===== src/rtl/irq_route_pkg.sv =====
package irq_route_pkg;
  localparam int IDX_W = 6;
  localparam int IDX_STATUS = 0;
  localparam int IDX_WIN_LO = 1;
  localparam int IDX_WIN_HI = 4;
  localparam int IDX_MASK_BASE = 8;
  localparam int IDX_SUM_BASE = 16;
  localparam int IDX_PEND = 24;
  localparam logic [1:0] SIZE_DWORD = 2'd3;

  typedef enum logic [2:0] {
    SEL_NONE,
    SEL_ZERO,
    SEL_MASK,
    SEL_SUM,
    SEL_PEND
  } reg_sel_e;
endpackage


===== src/rtl/irq_route_decode.sv =====
module irq_route_decode
  import irq_route_pkg::*;
#(
  parameter int NUM_CPUS = 4,
  parameter int ADDR_W   = 12,
  localparam int CPU_W   = (NUM_CPUS > 1) ? $clog2(NUM_CPUS) : 1
) (
  input  logic              req_valid,
  input  logic              req_write,
  input  logic [1:0]        req_size,
  input  logic [ADDR_W-1:0] req_addr,
  output reg_sel_e          sel,
  output logic [CPU_W-1:0]  cpu,
  output logic              acc_err,
  output logic              mask_we
);
  logic [IDX_W-1:0] idx;
  logic             size_ok;

  function automatic logic in_bank(input logic [IDX_W-1:0] i, input int base);
    return (int'(i) >= base) && (int'(i) < base + NUM_CPUS);
  endfunction

  assign idx     = IDX_W'(req_addr >> 6);
  assign size_ok = (req_size == SIZE_DWORD);

  always_comb begin
    sel = SEL_NONE;
    cpu = '0;
    if (int'(idx) == IDX_STATUS ||
        (int'(idx) >= IDX_WIN_LO && int'(idx) <= IDX_WIN_HI)) begin
      sel = SEL_ZERO;
    end else if (in_bank(idx, IDX_MASK_BASE)) begin
      sel = SEL_MASK;
      cpu = CPU_W'(int'(idx) - IDX_MASK_BASE);
    end else if (in_bank(idx, IDX_SUM_BASE)) begin
      sel = SEL_SUM;
      cpu = CPU_W'(int'(idx) - IDX_SUM_BASE);
    end else if (int'(idx) == IDX_PEND) begin
      sel = SEL_PEND;
    end
  end

  assign acc_err = req_valid &&
                   (!size_ok || sel == SEL_NONE || (req_write && sel != SEL_MASK));
  assign mask_we = req_valid && req_write && size_ok && (sel == SEL_MASK);
endmodule


===== src/rtl/irq_route_cpu.sv =====
module irq_route_cpu #(
  parameter int NUM_LINES = 64
) (
  input  logic                 clk,
  input  logic                 rst_n,
  input  logic                 mask_we,
  input  logic [NUM_LINES-1:0] wdata,
  input  logic [NUM_LINES-1:0] pend_next,
  input  logic [NUM_LINES-1:0] raise_vec,
  output logic [NUM_LINES-1:0] mask_q,
  output logic [NUM_LINES-1:0] sum_q,
  output logic [NUM_LINES-1:0] post_q,
  output logic [NUM_LINES-1:0] clr_q
);
  logic [NUM_LINES-1:0] mask_d, sum_d;

  // Lines that newly became active, or were re-raised while enabled.
  function automatic logic [NUM_LINES-1:0] post_set(
      input logic [NUM_LINES-1:0] was, input logic [NUM_LINES-1:0] now,
      input logic [NUM_LINES-1:0] again);
    return now & (~was | again);
  endfunction

  // Lines that stopped being active.
  function automatic logic [NUM_LINES-1:0] drop_set(
      input logic [NUM_LINES-1:0] was, input logic [NUM_LINES-1:0] now);
    return was & ~now;
  endfunction

  assign mask_d = mask_we ? wdata : mask_q;
  assign sum_d  = mask_d & pend_next;

  always_ff @(posedge clk) begin
    if (!rst_n) begin
      mask_q <= '0;
      sum_q  <= '0;
      post_q <= '0;
      clr_q  <= '0;
    end else begin
      mask_q <= mask_d;
      sum_q  <= sum_d;
      post_q <= post_set(sum_q, sum_d, raise_vec);
      clr_q  <= drop_set(sum_q, sum_d);
    end
  end
endmodule


===== src/rtl/irq_route_hub.sv =====
module irq_route_hub
  import irq_route_pkg::*;
#(
  parameter int NUM_CPUS  = 4,
  parameter int NUM_LINES = 64,
  parameter int ADDR_W    = 12,
  localparam int LINE_W   = $clog2(NUM_LINES),
  localparam int CPU_W    = (NUM_CPUS > 1) ? $clog2(NUM_CPUS) : 1,
  localparam int EVT_W    = NUM_CPUS * NUM_LINES
) (
  input  logic                 clk,
  input  logic                 rst_n,
  input  logic                 raise_valid,
  input  logic [LINE_W-1:0]    raise_line,
  input  logic                 clear_valid,
  input  logic [LINE_W-1:0]    clear_line,
  input  logic                 req_valid,
  input  logic                 req_write,
  input  logic [1:0]           req_size,
  input  logic [ADDR_W-1:0]    req_addr,
  input  logic [NUM_LINES-1:0] req_wdata,
  output logic                 rsp_valid,
  output logic [NUM_LINES-1:0] rsp_rdata,
  output logic                 rsp_err,
  output logic                 spurious_clr,
  output logic [NUM_CPUS-1:0]  irq,
  output logic [EVT_W-1:0]     post_evt,
  output logic [EVT_W-1:0]     clr_evt
);
  reg_sel_e             sel;
  logic [CPU_W-1:0]     cpu;
  logic                 acc_err, mask_we_any;
  logic [NUM_LINES-1:0] req_q, req_d, raise_vec, drop_vec;
  logic                 drop_hit;
  logic [NUM_LINES-1:0] mask_arr [NUM_CPUS];
  logic [NUM_LINES-1:0] sum_arr  [NUM_CPUS];
  logic [EVT_W-1:0]     mask_flat, sum_flat;
  logic [NUM_LINES-1:0] rd_d;

  irq_route_decode #(.NUM_CPUS(NUM_CPUS), .ADDR_W(ADDR_W)) u_dec (
    .req_valid (req_valid),
    .req_write (req_write),
    .req_size  (req_size),
    .req_addr  (req_addr),
    .sel       (sel),
    .cpu       (cpu),
    .acc_err   (acc_err),
    .mask_we   (mask_we_any)
  );

  // Pending vector: raise first, then a drop judged on the old state.
  assign raise_vec = raise_valid ? (NUM_LINES'(1) << raise_line) : '0;
  assign drop_hit  = clear_valid && req_q[clear_line];
  assign drop_vec  = drop_hit ? (NUM_LINES'(1) << clear_line) : '0;
  assign req_d     = (req_q | raise_vec) & ~drop_vec;

  always_ff @(posedge clk) begin
    if (!rst_n) begin
      req_q        <= '0;
      spurious_clr <= 1'b0;
    end else begin
      req_q        <= req_d;
      spurious_clr <= clear_valid && !req_q[clear_line];
    end
  end

  for (genvar c = 0; c < NUM_CPUS; c++) begin : g_cpu
    logic we_c;
    assign we_c = mask_we_any && (int'(cpu) == c);
    irq_route_cpu #(.NUM_LINES(NUM_LINES)) u_cpu (
      .clk       (clk),
      .rst_n     (rst_n),
      .mask_we   (we_c),
      .wdata     (req_wdata),
      .pend_next (req_d),
      .raise_vec (raise_vec),
      .mask_q    (mask_arr[c]),
      .sum_q     (sum_arr[c]),
      .post_q    (post_evt[c*NUM_LINES +: NUM_LINES]),
      .clr_q     (clr_evt[c*NUM_LINES +: NUM_LINES])
    );
    assign irq[c] = |sum_arr[c];
    assign mask_flat[c*NUM_LINES +: NUM_LINES] = mask_arr[c];
    assign sum_flat[c*NUM_LINES +: NUM_LINES]  = sum_arr[c];
  end

  always_comb begin
    rd_d = '0;
    if (req_valid && !req_write && !acc_err) begin
      case (sel)
        SEL_MASK: rd_d = mask_arr[cpu];
        SEL_SUM:  rd_d = sum_arr[cpu];
        SEL_PEND: rd_d = req_q;
        default:  rd_d = '0;
      endcase
    end
  end

  always_ff @(posedge clk) begin
    if (!rst_n) begin
      rsp_valid <= 1'b0;
      rsp_err   <= 1'b0;
      rsp_rdata <= '0;
    end else begin
      rsp_valid <= req_valid;
      rsp_err   <= acc_err;
      rsp_rdata <= rd_d;
    end
  end
endmodule


===== config.mk =====
export PLATFORM = sky130hd
export DESIGN_NAME = irq_route_hub
export DESIGN_NICKNAME = d
export VERILOG_FILES = /design/src/rtl/irq_route_pkg.sv /design/src/rtl/irq_route_decode.sv /design/src/rtl/irq_route_cpu.sv /design/src/rtl/irq_route_hub.sv
export SDC_FILE = /design/constraint.sdc
export NUM_CORES = 2
export LEC_CHECK = 0
export BUFFER_PORTS_ARGS = -buffer_cell sky130_fd_sc_hd__buf_2
export CORE_MARGIN = 2
export CORE_UTILIZATION = 28
export DETAILED_ROUTE_END_ITERATION = 16
export SLEW_MARGIN = 20
export SYNTH_ARGS = -nofsm -noshare
export SYNTH_HDL_FRONTEND = slang
export SYNTH_HIERARCHICAL = 1
export SYNTH_SLANG_ARGS = --single-unit

===== constraint.sdc =====
create_clock -name clk -period 3.55 [get_ports clk]
set_input_delay 0.71 -clock clk [delete_from_list [all_inputs] [get_ports clk]]
set_output_delay 0.71 -clock clk [all_outputs]
set_load 0.01 [all_outputs]

==> out/metrics.yaml <==
placement:
  placement.cell_area_sq_um: 51720
  placed_cells: 6731
  dp_hpwl_mm: 145.5
  place.port_buffers: 672
  place.gp.congestion: 0.9002
detailed_routing:
  via_count: 35750
  per_cell_via_count_in_the_routed_design: 5.133
  final_antenna_net_count: 0
  routed_wirelength_mm: 191.9
  drcViolationCount: 0
  drt-pass1-iter-count: 7
  detailedRoute.firstIterationViolations: 3090
  detail_route.wl_per_cell_um: 27.55
run:
  maxCapViolations: 0
timing:
  timing.final.setup_violations: 0
  grt_setup_unrepaired: "true"
  maxClockFrequency_ghz: 0.2832
  clock-skew-final_ps: 50.10
  final.min_clock_period_ps: 3531
  hold_viol_final: 0
  timing.final.crit_share_pct: 99.46
  timing_max_transition_violations_final: 0
  worst_pin_slew_ps: 1277
  hold_ws_ps: 312.1
  slew_headroom_pct: 14.89
critical_path:
  reg2reg_to: "g_cpu[2].u_cpu/post_q[3]"
  cp-end-kind: "output port"
  reg2reg_setup_slack_ps: 860
  critical-path-top-delay-family: "simple AND/OR/NAND/NOR gates"
  reg2reg_depth: 8
  max_stage_delay_ps: 720
  startpoint_of_the_worst_slack_reg_to_reg_timing_path: "req_q[8]"
  critical_path_buffer_and_inverter_count: 1
  timing.critical_path.from_type: "flop"
  timing.critical_path.required_ps: 2840
  biggest_fanout_along_the_worst_timing_path: 4
  cp_data_arrival_time_ps: 2820
  critical_path_class: "flop to output port"
  worst_path_max_delay_cell: "sky130_fd_sc_hd__nor4_1"
  path_cells: "nor4_1 -> nand4_1 -> or4_4 -> buf_2"
finish:
  layout.cell_area.non_filler_sq_um: 56350
  final_cells: 6966
  drive_gt1_share_pct: 31.81
  nets: 4887
  syn_to_final_growth_pct: 25.82
  n_fill_cell: 15750
synthesis:
  post_synthesis_instance_area_sq_um: 44790
  netlist_top_cells_count: "sky130_fd_sc_hd__dfxtp_1 (1155), sky130_fd_sc_hd__inv_1 (521), sky130_fd_sc_hd__nor2_1 (421), sky130_fd_sc_hd__mux2i_1 (324), sky130_fd_sc_hd__nor3_1 (294)"
  synth_top_area_share_pct: 51.62
  asyncSetResetFlopFracSynth_pct: 0
  synth_cell_type_count: 52
  synth_fp_nets: 4078
  ys_seq_area_share_pct: 51.62
  synth_warn: 6
  leading_post_synthesis_cells_by_cell_area: "sky130_fd_sc_hd__dfxtp_1 (52%), sky130_fd_sc_hd__a2111oi_2 (8.0%), sky130_fd_sc_hd__mux2i_1 (7.2%)"
  synth_top_area_cell: "sky130_fd_sc_hd__dfxtp_1"
  register_bit_total_from_synthesis: 1155
  syn_area_per_cell_sq_um: 11.25
  syn_inst: 3982
  synth-main-ff-cell: "sky130_fd_sc_hd__dfxtp_1"
  synth_enable_flop_cells: 0
  most_numerous_cell_in_the_yosys_netlist: "sky130_fd_sc_hd__dfxtp_1"
min_path:
  hold_start: "req_wdata[17]"
  hold_path_depth: 3
  whs_endpoint: "g_cpu[0].u_cpu/mask_q[17]"
  worstHoldPathType: "primary input to flop"
clock_tree:
  clkSinkCount: 1155
  clock_tree_from_tritoncts: "done"
  clock_path_buffers: 3
  clkSlewWorstSetupHoldPaths_ps: 60
  htreeDepth: 4
  clk_latency_ps: 800
  post_cts_buffers: 0
  num_cts_buffers: 130
  cts-root-buf: "sky130_fd_sc_hd__clkbuf_16"
global_route:
  grt_max_degree: 143
  number_of_global_route_vias_before_repair: 35380
  grt_first_pass_wirelength_mm: 262.8
  gr-usage-all-layers_pct: 22.68
  gr-total-overflow: 0
  grt_antenna_before_repair: 43
floorplan:
  fp.dieH_um: 404.0
  top_level_ports: 679
  fp.coreArea_sq_um: 158600
  dieArea_sq_um: 163200
  num_rows: 146
  floorplan.initialDensity_pct: 28.25
  fp.dieW_um: 404.0
power:
  leakage_power_summed_over_all_cells_nw: 22.17
  power_density_of_the_placed_cells_nw_per_um2: 492.0
  power.ir.vdd_worst_uv: 486.8
outcome:
  outcome: "finished, final reports clean"
==> power breakdown <==
part / total, mW / switching [mW] / internal (mW)
clock network: 13.8 / 5.72 / 8.07
logic: 0.956 / 0.718 / 0.238
registers: 13.0 / 0.00701 / 13.0
total: 27.7 / 6.45 / 21.3
==> metal layers <==
layer  part of all wire, %  track usage [%]  up-vias
met1                    41            29.17    17900
met5                 0.095                0        -
li1                      -                -    15890
met3                   8.3            5.718      352
met4                   4.3            9.996       26
met2                    46            35.84     1587
==> flip-flops by register name, indices dropped and copies added (netlist names) <==
name                cells
rsp_rdata              64
rsp_err                 1
rsp_valid               1
g_cpu.u_cpu/clr_q     256
spurious_clr            1
g_cpu.u_cpu/post_q    256
req_q                  64
g_cpu.u_cpu/mask_q    256
g_cpu.u_cpu/sum_q     256
==> layout make-up <==
cell class | instances | area, sq um | share of cell area (%)
Tap cell | 2072 | 2592 | 4.600
Sequential cell | 1155 | 23130 | 41.04
Clock inverter | 52 | 650.6 | 1.155
Timing Repair Buffer | 906 | 5555 | 9.858
Inverter | 521 | 1986 | 3.524
Antenna cell | 9 | 22.52 | 0.03997
Multi-Input combinational cell | 2077 | 18730 | 33.24
Clock buffer | 174 | 3682 | 6.534
==> metrics by stage <==
stage          setup TNS (ps)  util, %  total power, mW  setup WS (ps)
5_1_grt                -18.89    35.54            28.48         -13.23
3_5_place_dp           -421.3    32.62            14.22         -99.32
3_3_place_gp           -75.50    32.62            14.21         -42.63
6_report                    0    35.54            27.72          19.21
2_1_floorplan               0        -            13.75          391.7
4_1_cts                -31.25    35.46            27.97         -31.25
==> worst register-to-register path, cell delays in order (launching register included) <==
cell	delay [ps]
sky130_fd_sc_hd__dfxtp_1	340
sky130_fd_sc_hd__mux4_1	560
sky130_fd_sc_hd__mux2i_1	370
sky130_fd_sc_hd__nand2_1	150
sky130_fd_sc_hd__o2111ai_2	140
sky130_fd_sc_hd__buf_12	200
sky130_fd_sc_hd__o22a_1	390
sky130_fd_sc_hd__inv_1	150
sky130_fd_sc_hd__a2111oi_2	260
==> placed cells by master, fill, tap and decap left out, types with 9 or more instances in the layout <==
cell                         count
sky130_fd_sc_hd__and2_1         64
sky130_fd_sc_hd__nor2_1        419
sky130_fd_sc_hd__buf_4         201
sky130_fd_sc_hd__nor4_1         38
sky130_fd_sc_hd__buf_12         33
sky130_fd_sc_hd__o22a_1         63
sky130_fd_sc_hd__nor4_4          9
sky130_fd_sc_hd__nand3_1        13
sky130_fd_sc_hd__a2111oi_1      12
sky130_fd_sc_hd__mux4_2        132
sky130_fd_sc_hd__clkbuf_8       20
sky130_fd_sc_hd__nand4_1        21
sky130_fd_sc_hd__clkinv_2       14
sky130_fd_sc_hd__mux4_1         12
sky130_fd_sc_hd__inv_6          10
sky130_fd_sc_hd__bufinv_16      10
sky130_fd_sc_hd__nand2_1        32
sky130_fd_sc_hd__a2111oi_2     240
sky130_fd_sc_hd__dfxtp_1      1149
sky130_fd_sc_hd__buf_2         669
sky130_fd_sc_hd__o211a_1       256
sky130_fd_sc_hd__clkbuf_16     133
sky130_fd_sc_hd__nor4_2         25
sky130_fd_sc_hd__a21oi_1        63
sky130_fd_sc_hd__clkbuf_1       21
sky130_fd_sc_hd__nor3_1        293
sky130_fd_sc_hd__inv_1         517
sky130_fd_sc_hd__diode_2         9
sky130_fd_sc_hd__clkinvlp_4     10
sky130_fd_sc_hd__mux2i_1       324
==> kinds of logic after synthesis <==
group	count (synthesis)	share of synthesized area, %
compound gates	651	16.33
buf+inv	750	7.347
xor+xnor	1	0.01956
simple gates	952	9.953
mux	473	14.72
flops	1155	51.62
==> worst max path at each step <==
stage / from / endpoint / slack (ps) / cells after the start
floorplan: req_addr[10] / g_cpu[3].u_cpu/post_q[10] / 390 / 12
CTS: g_cpu[2].u_cpu/sum_q[22] / irq[2] / -30 / 6
finish: g_cpu[2].u_cpu/sum_q[59] / irq[2] / 20 / 4
global placement: clear_line[0] / g_cpu[3].u_cpu/post_q[29] / -40 / 9
global route: g_cpu[2].u_cpu/sum_q[22] / irq[2] / -10 / 6
detailed placement: clear_line[0] / g_cpu[1].u_cpu/post_q[31] / -100 / 9
==> repair_timing <==
action / CTS / global route
pin swaps: 7 / 7
hold buffers: 0 / 0
gates resized for setup: 28 / 22
setup endpoints to repair: 4 / 4
cloned: 0 / 0
(Power assumes the default switching activity.)
